===== src/rtl/tdm_smp_pkg.sv =====
package tdm_smp_pkg;

    // Alignment controller states
    typedef enum logic [1:0] {
        ST_IDLE    = 2'd0,  // no frame pulse since reset
        ST_FIRST   = 2'd1,  // counting down offset, engine stopped
        ST_RUN     = 2'd2,  // engine free-running
        ST_REALIGN = 2'd3   // counting down new offset, engine still running
    } algn_state_t;

endpackage


===== src/rtl/tdm_smp_align.sv =====
module tdm_smp_align
    import tdm_smp_pkg::*;
#(
    parameter int OFS_W = 8
) (
    input  logic             clk,
    input  logic             rst_n,
    input  logic             frame_pulse_i,
    input  logic [OFS_W-1:0] ofs_i,
    output logic             run_o,
    output logic             realign_o
);

    algn_state_t      state_q, state_d;
    logic [OFS_W-1:0] cnt_q;
    logic             counting;

    // State register
    always_ff @(posedge clk or negedge rst_n) begin
        if (!rst_n) state_q <= ST_IDLE;
        else        state_q <= state_d;
    end

    // Offset countdown, loaded only on the frame pulse (delay/mode read there)
    always_ff @(posedge clk or negedge rst_n) begin
        if (!rst_n)               cnt_q <= '0;
        else if (frame_pulse_i)   cnt_q <= ofs_i - OFS_W'(1);
        else if (cnt_q != '0)     cnt_q <= cnt_q - OFS_W'(1);
    end

    // Next-state logic
    always_comb begin
        state_d = state_q;
        unique case (state_q)
            ST_IDLE:    if (frame_pulse_i) state_d = ST_FIRST;
            ST_FIRST:   if (!frame_pulse_i && cnt_q == '0) state_d = ST_RUN;
            ST_RUN:     if (frame_pulse_i) state_d = ST_REALIGN;
            ST_REALIGN: if (!frame_pulse_i && cnt_q == '0) state_d = ST_RUN;
        endcase
    end

    // Outputs
    always_comb begin
        counting  = (state_q == ST_FIRST) || (state_q == ST_REALIGN);
        realign_o = counting && !frame_pulse_i && (cnt_q == '0);
        run_o     = (state_q == ST_RUN) || (state_q == ST_REALIGN);
    end

    // without a pulse the controller stays idle
    a_r10_idle_until_pulse: assert property (@(posedge clk) disable iff (!rst_n)
        (state_q == ST_IDLE && !frame_pulse_i) |=> (state_q == ST_IDLE));

    // between pulses the countdown only decrements, state held
    a_r8_count_steady: assert property (@(posedge clk) disable iff (!rst_n)
        (counting && !frame_pulse_i && cnt_q != '0) |=>
            (cnt_q == $past(cnt_q) - OFS_W'(1)) && $stable(state_q));

endmodule


===== src/rtl/tdm_smp_engine.sv =====
module tdm_smp_engine #(
    parameter int OVS        = 16,
    parameter int FRAME_BITS = 1024,
    parameter int BIT_W      = 10
) (
    input  logic             clk,
    input  logic             rst_n,
    input  logic             run_i,
    input  logic             realign_i,
    output logic             samp_o,
    output logic [BIT_W-1:0] bidx_o
);

    localparam int PH_W = $clog2(OVS);

    logic [PH_W-1:0]  ph_q;
    logic [BIT_W-1:0] bcnt_q;

    always_comb begin
        samp_o = realign_i || (run_i && ph_q == '0);
        bidx_o = realign_i ? '0 : bcnt_q;
    end

    always_ff @(posedge clk or negedge rst_n) begin
        if (!rst_n) begin
            ph_q   <= '0;
            bcnt_q <= '0;
        end else if (samp_o) begin
            ph_q   <= PH_W'(OVS - 1);
            bcnt_q <= (bidx_o == BIT_W'(FRAME_BITS - 1)) ? '0 : bidx_o + BIT_W'(1);
        end else if (run_i) begin
            ph_q   <= ph_q - PH_W'(1);
        end
    end

    // captures are never on adjacent edges
    a_r4_bit_spacing: assert property (@(posedge clk) disable iff (!rst_n)
        samp_o |=> !samp_o);

endmodule


===== src/rtl/tdm_smp_assemble.sv =====
module tdm_smp_assemble #(
    parameter int BYTE_W = 8,
    parameter int BIT_W  = 10,
    parameter int CHAN_W = 7
) (
    input  logic              clk,
    input  logic              rst_n,
    input  logic              samp_i,
    input  logic [BIT_W-1:0]  bidx_i,
    input  logic              ser_i,
    output logic [CHAN_W-1:0] chan_o,
    output logic [BYTE_W-1:0] byte_o,
    output logic              vld_o
);

    localparam int LB_W = $clog2(BYTE_W);

    logic [BYTE_W-2:0] sh_q;
    logic              last_bit;

    always_comb last_bit = samp_i && (bidx_i[LB_W-1:0] == LB_W'(BYTE_W - 1));

    always_ff @(posedge clk or negedge rst_n) begin
        if (!rst_n) begin
            sh_q   <= '0;
            chan_o <= '0;
            byte_o <= '0;
            vld_o  <= 1'b0;
        end else begin
            vld_o <= last_bit;
            if (samp_i) sh_q <= {sh_q[BYTE_W-3:0], ser_i};
            if (last_bit) begin
                byte_o <= {sh_q, ser_i};
                chan_o <= CHAN_W'(bidx_i[BIT_W-1:LB_W]);
            end
        end
    end

    // strobe lasts one cycle
    a_r5_single_strobe: assert property (@(posedge clk) disable iff (!rst_n)
        vld_o |=> !vld_o);

endmodule


===== src/rtl/tdm_sampler.sv =====
module tdm_sampler #(
    parameter int N_CHAN = 128,
    parameter int BYTE_W = 8,
    parameter int OVS    = 16,
    parameter int DLY_W  = 5
) (
    input  logic                      clk,
    input  logic                      rst_n,
    input  logic                      frame_pulse_i,
    input  logic                      ser_i,
    input  logic [DLY_W-1:0]          delay_code_i,
    input  logic                      late_sample_i,
    output logic [$clog2(N_CHAN)-1:0] chan_o,
    output logic [BYTE_W-1:0]         byte_o,
    output logic                      byte_vld_o
);

    localparam int QTR        = OVS / 4;
    localparam int MAX_OFS    = ((1 << DLY_W) - 1) * QTR + 3 * QTR;
    localparam int OFS_W      = $clog2(MAX_OFS + 1);
    localparam int FRAME_BITS = N_CHAN * BYTE_W;
    localparam int BIT_W      = $clog2(FRAME_BITS);
    localparam int CHAN_W     = $clog2(N_CHAN);

    logic [OFS_W-1:0] ofs_now;
    logic             run, realign, samp;
    logic [BIT_W-1:0] bidx;
    logic             wait_first_q;

    // Offset from the pulse edge to the first capture
    always_comb ofs_now = OFS_W'(delay_code_i) * OFS_W'(QTR)
                        + (late_sample_i ? OFS_W'(3 * QTR) : OFS_W'(2 * QTR));

    tdm_smp_align #(.OFS_W(OFS_W)) align_i (
        .clk           (clk),
        .rst_n         (rst_n),
        .frame_pulse_i (frame_pulse_i),
        .ofs_i         (ofs_now),
        .run_o         (run),
        .realign_o     (realign)
    );

    tdm_smp_engine #(.OVS(OVS), .FRAME_BITS(FRAME_BITS), .BIT_W(BIT_W)) engine_i (
        .clk       (clk),
        .rst_n     (rst_n),
        .run_i     (run),
        .realign_i (realign),
        .samp_o    (samp),
        .bidx_o    (bidx)
    );

    tdm_smp_assemble #(.BYTE_W(BYTE_W), .BIT_W(BIT_W), .CHAN_W(CHAN_W)) asm_i (
        .clk    (clk),
        .rst_n  (rst_n),
        .samp_i (samp),
        .bidx_i (bidx),
        .ser_i  (ser_i),
        .chan_o (chan_o),
        .byte_o (byte_o),
        .vld_o  (byte_vld_o)
    );

    // Checker state: a realign has happened and its first byte is pending
    always_ff @(posedge clk or negedge rst_n) begin
        if (!rst_n)          wait_first_q <= 1'b0;
        else if (realign)    wait_first_q <= 1'b1;
        else if (byte_vld_o) wait_first_q <= 1'b0;
    end

    // the realign capture never completes a byte
    a_r9_no_byte_on_realign: assert property (@(posedge clk) disable iff (!rst_n)
        realign |=> !byte_vld_o);

    // first byte after an alignment is channel 0
    a_r6_chan0_after_align: assert property (@(posedge clk) disable iff (!rst_n)
        (byte_vld_o && wait_first_q) |-> (chan_o == '0));

    // nothing captured while neither running nor aligning
    a_r10_quiet_when_stopped: assert property (@(posedge clk) disable iff (!rst_n)
        (!run && !realign) |=> !byte_vld_o);

endmodule


===== config.mk =====
export PLATFORM = sky130hd
export DESIGN_NAME = tdm_sampler
export DESIGN_NICKNAME = d
export VERILOG_FILES = /design/src/rtl/tdm_smp_pkg.sv /design/src/rtl/tdm_smp_align.sv /design/src/rtl/tdm_smp_engine.sv /design/src/rtl/tdm_smp_assemble.sv /design/src/rtl/tdm_sampler.sv
export SDC_FILE = /design/constraint.sdc
export NUM_CORES = 1
export LEC_CHECK = 0
export CAP_MARGIN = 30
export CORE_ASPECT_RATIO = 2
export CORE_UTILIZATION = 34
export CTS_BUF_LIST = sky130_fd_sc_hd__clkbuf_16
export DETAILED_ROUTE_END_ITERATION = 8
export DONT_BUFFER_PORTS = 1
export SLEW_MARGIN = 20
export SYNTH_ARGS = -nofsm -noshare
export SYNTH_HDL_FRONTEND = slang
export SYNTH_SLANG_ARGS = --single-unit

===== constraint.sdc =====
create_clock -name clk -period 2.3 [get_ports clk]
set_input_delay 0 -clock clk [delete_from_list [all_inputs] [get_ports clk]]
set_output_delay 0 -clock clk [all_outputs]
set_load 0.01 [all_outputs]

==> impl_metrics.json <==
{
  "register_area_sq_um": 1180,
  "first_pass_grt_wire_length_microns": 7140,
  "synth_commonest_cells": "47 x sky130_fd_sc_hd__dfrtp_1, 18 x sky130_fd_sc_hd__nand2_1, 11 x sky130_fd_sc_hd__a22o_1",
  "setup_violating_endpoint_count_in_the_final_report": 0,
  "worst_ep_required_time_ns": 2.47,
  "finalWirelength_microns": 4300,
  "run_status": "completed",
  "cts.sink_count": 47,
  "synth_enable_flop_cells": 0,
  "dp_worst_setup_slack_ns": 0.0447,
  "setup.worst_path.end_class": "flop",
  "drt_first_pass_iters": 4,
  "fin_hold_ws_ns": 0.0277,
  "routed-via-count": 1586,
  "skew_ns": 0.00748,
  "max_freq_mhz": 454,
  "clk_pin_slew_worst_paths_ns": 0.06,
  "synth_async_sr_flop_share_pct": 100,
  "post-route-cell-area_sq_um": 2730,
  "timing_hold_violations_final": 0,
  "buffer_ports.inserted": 0,
  "fp.coreArea_sq_um": 6410,
  "synth_top_family_by_area": "simple AND/OR/NAND/NOR gates",
  "antenna_diode_count": 0,
  "cts_setup_buffers": 0,
  "postLayoutSetupSlackWorst_ns": 0.0992,
  "top_cell_type_by_total_area_after_synthesis": "sky130_fd_sc_hd__dfrtp_1",
  "power.share.switching_pct": 23.5,
  "share_seq_of_total_power_pct": 47.0,
  "io-pin-count": 26,
  "synth.lib_cells_used.distinct": 42,
  "area_growth_syn_to_layout_pct": 19.6,
  "ys_seq_area_share_pct": 51.6,
  "fill_cells": 614,
  "tightestPinTransition_ns": 0.624,
  "ant_nets": 0,
  "timing_max_transition_violations_final": 0,
  "synth_area_leaders": "sky130_fd_sc_hd__dfrtp_1 52%, sky130_fd_sc_hd__ha_1 4.9%, sky130_fd_sc_hd__a22o_1 4.2%",
  "ys_warn_count": 0,
  "globalplace.congestion": 0.818,
  "layout_min_cycle_time_ns": 2.20,
  "final_nets": 241,
  "drt_drc_violations_left": 0,
  "post_route_setup_tns_ns": 0,
  "tritoncts": "yes",
  "total_half_perimeter_wirelength_after_legalization_and_detailed_placement_microns": 3120,
  "power_frac_clock_pct": 42.0,
  "synth-simple-area-share_pct": 14.4,
  "die_area_sq_um": 7060,
  "rsz0062_at_grt": "true",
  "placement.cell_area_sq_um": 2440,
  "grt.overflow.total": 0,
  "max_cap_violations": 0,
  "die_h_microns": 118,
  "synth_most_common_cell": "sky130_fd_sc_hd__dfrtp_1",
  "timing.max_slew.rel_slack_pct": 58.4,
  "multi_input_area_sq_um": 1040,
  "grt.total_usage_pct": 13.2,
  "number_of_h_tree_levels": 2,
  "cts_made_buffers": 5,
  "synthMuxAreaShare_pct": 8.17,
  "power_report.internal_total_uw": 1490,
  "design_power_total_uw": 1950,
  "crit_fanout": 9,
  "synthesis.instances": 202,
  "die-width_microns": 59.9,
  "drive_gt1_share_pct": 17.9,
  "synth_compound_gate_area_share_pct": 12.4,
  "syn_area_per_cell_sq_um": 11.3,
  "antenna_violations_before_repair": 0,
  "dominantRegCellSynth": "sky130_fd_sc_hd__dfrtp_1",
  "p_leak_uw": 0.00123,
  "ctsLongestPathBuffers": 2,
  "worstSkewPairLatency_ns": 0.28,
  "worst-setup-path-type": "reg -> reg",
  "final_min_period_over_clock_period_pct": 95.7,
  "post_synth_xor_area_fraction_pct": 4.61,
  "syn-num-nets": 221,
  "synth_area_sq_um": 2280,
  "clockRootBuffer": "sky130_fd_sc_hd__clkbuf_16",
  "irDropWorstVdd_mv": 0.643,
  "synthAdderAreaFrac_pct": 4.94,
  "drt-initial-drc-count": 58,
  "worst_setup_path_start_kind": "flop",
  "initial_core_util_pct": 35.6,
  "power_share_of_the_combinational_group_pct": 10.9,
  "power.switching_uw": 459,
  "routed_wire_length_per_instance_microns": 13.9,
  "core.rowCount": 41,
  "vias_per_cell": 5.13,
  "synthDominantCellAreaShare_pct": 51.6,
  "total_of_flip_flops_plus_latches_after_synthesis": 47,
  "grt_pass1_vias": 1577,
  "power_per_unit_of_standard_cell_area_nw_per_um2": 716,
  "min-delay-path-class": "in -> reg",
  "maximum_number_of_pins_on_one_net_before_global_route_repair": 48,
  "cp_data_arrival_time_ns": 2.37
}
path summary, 6_finish.rpt:
check,from,endpoint,slack [ns],cells past startpoint
setup / recovery,align_i.cnt_q[0]$_DFFE_PN0N_,asm_i.byte_o[7]$_DFFE_PN0P_,0.1,9
max in group asynchronous,rst_n,align_i.cnt_q[6]$_DFFE_PN0N_,1.86,2
setup reg to reg,align_i.cnt_q[0]$_DFFE_PN0N_,asm_i.byte_o[7]$_DFFE_PN0P_,0.1,9
hold / removal,late_sample_i,align_i.cnt_q[2]$_DFFE_PN0N_,0.03,3
hold reg to reg,asm_i.sh_q[6]$_DFFE_PN0P_,asm_i.sh_q[6]$_DFFE_PN0P_,0.49,1
min in group asynchronous,rst_n,asm_i.byte_o[2]$_DFFE_PN0P_,0.22,2
stage by stage:
stage,cells,util (%)
final,309,42.5
after detailed placement,292,38.0
after floorplan,202,-
after global placement,292,38.0
after global routing,309,42.5
after CTS,308,42.2
kinds of logic after synthesis:
family | after synthesis
simple gates | 61
flops | 47
compound gates | 40
buf+inv | 17
mux | 16
xor+xnor | 12
fa+ha+maj | 9
state kept, by name, summed over array words and instances (netlist names):
signal           flops
engine_i.ph_q        4
asm_i.byte_o         8
asm_i.chan_o         7
align_i.state_q      2
asm_i.vld_o          1
engine_i.bcnt_q     10
align_i.cnt_q        8
asm_i.sh_q           7
timing repair:
action,in CTS,in global routing
resized for setup,0,2
hold endpoints to repair,58,1
endpoints found under the setup margin,0,20
hold buffers,8,1
per-layer routing:
layer | vias to the layer above | global-route usage, % | part of all wire, %
li1 | 765 | - | -
met1 | 775 | 14.0 | 39
met2 | 37 | 22.7 | 55
met3 | 9 | 3.19 | 2.8
met4 | 0 | 7.27 | 3.2
met5 | - | 0 | 0
power groups by stage:
stage | clock (uW) | sequential (uW) | combinational [uW]
6_report | 821 | 919 | 213
5_1_grt | 879 | 926 | 243
4_1_cts | 843 | 919 | 212
3_5_place_dp | 0 | 935 | 174
3_3_place_gp | 0 | 934 | 170
2_1_floorplan | 0 | 931 | 125
cell usage in the layout, fill, tap and decap left out, drive strengths merged, types with 4 or more instances in the layout:
cell         instances
nand3                7
nor2                10
o211ai               4
dfrtp               47
a21oi                9
clkbuf               5
xnor2                6
inv                 11
dlygate4sd3          8
a22o                11
mux2                15
buf                 12
ha                   9
o21ai                8
nor3                 6
nand2               18
xor2                 6
worst max-delay path: stages (launching register included):
cell                      delay, ns
sky130_fd_sc_hd__dfrtp_1       0.38
sky130_fd_sc_hd__inv_2         0.10
sky130_fd_sc_hd__ha_4          0.15
sky130_fd_sc_hd__nor3b_4       0.19
sky130_fd_sc_hd__nand3_2       0.12
sky130_fd_sc_hd__and2_1        0.19
sky130_fd_sc_hd__ha_1          0.21
sky130_fd_sc_hd__ha_1          0.22
sky130_fd_sc_hd__o21ai_4       0.15
sky130_fd_sc_hd__mux2_2        0.37
final cells by class:
| type | instances | share of cell area, % |
|---|---|---|
| Clock inverter | 3 | 1.70 |
| Clock buffer | 5 | 4.59 |
| Multi-Input combinational cell | 138 | 38.3 |
| Sequential cell | 47 | 43.1 |
| Tap cell | 86 | 3.94 |
| Timing Repair Buffer | 20 | 6.97 |
| Inverter | 10 | 1.38 |
No activity file was read; power rests on OpenSTA's default activity.
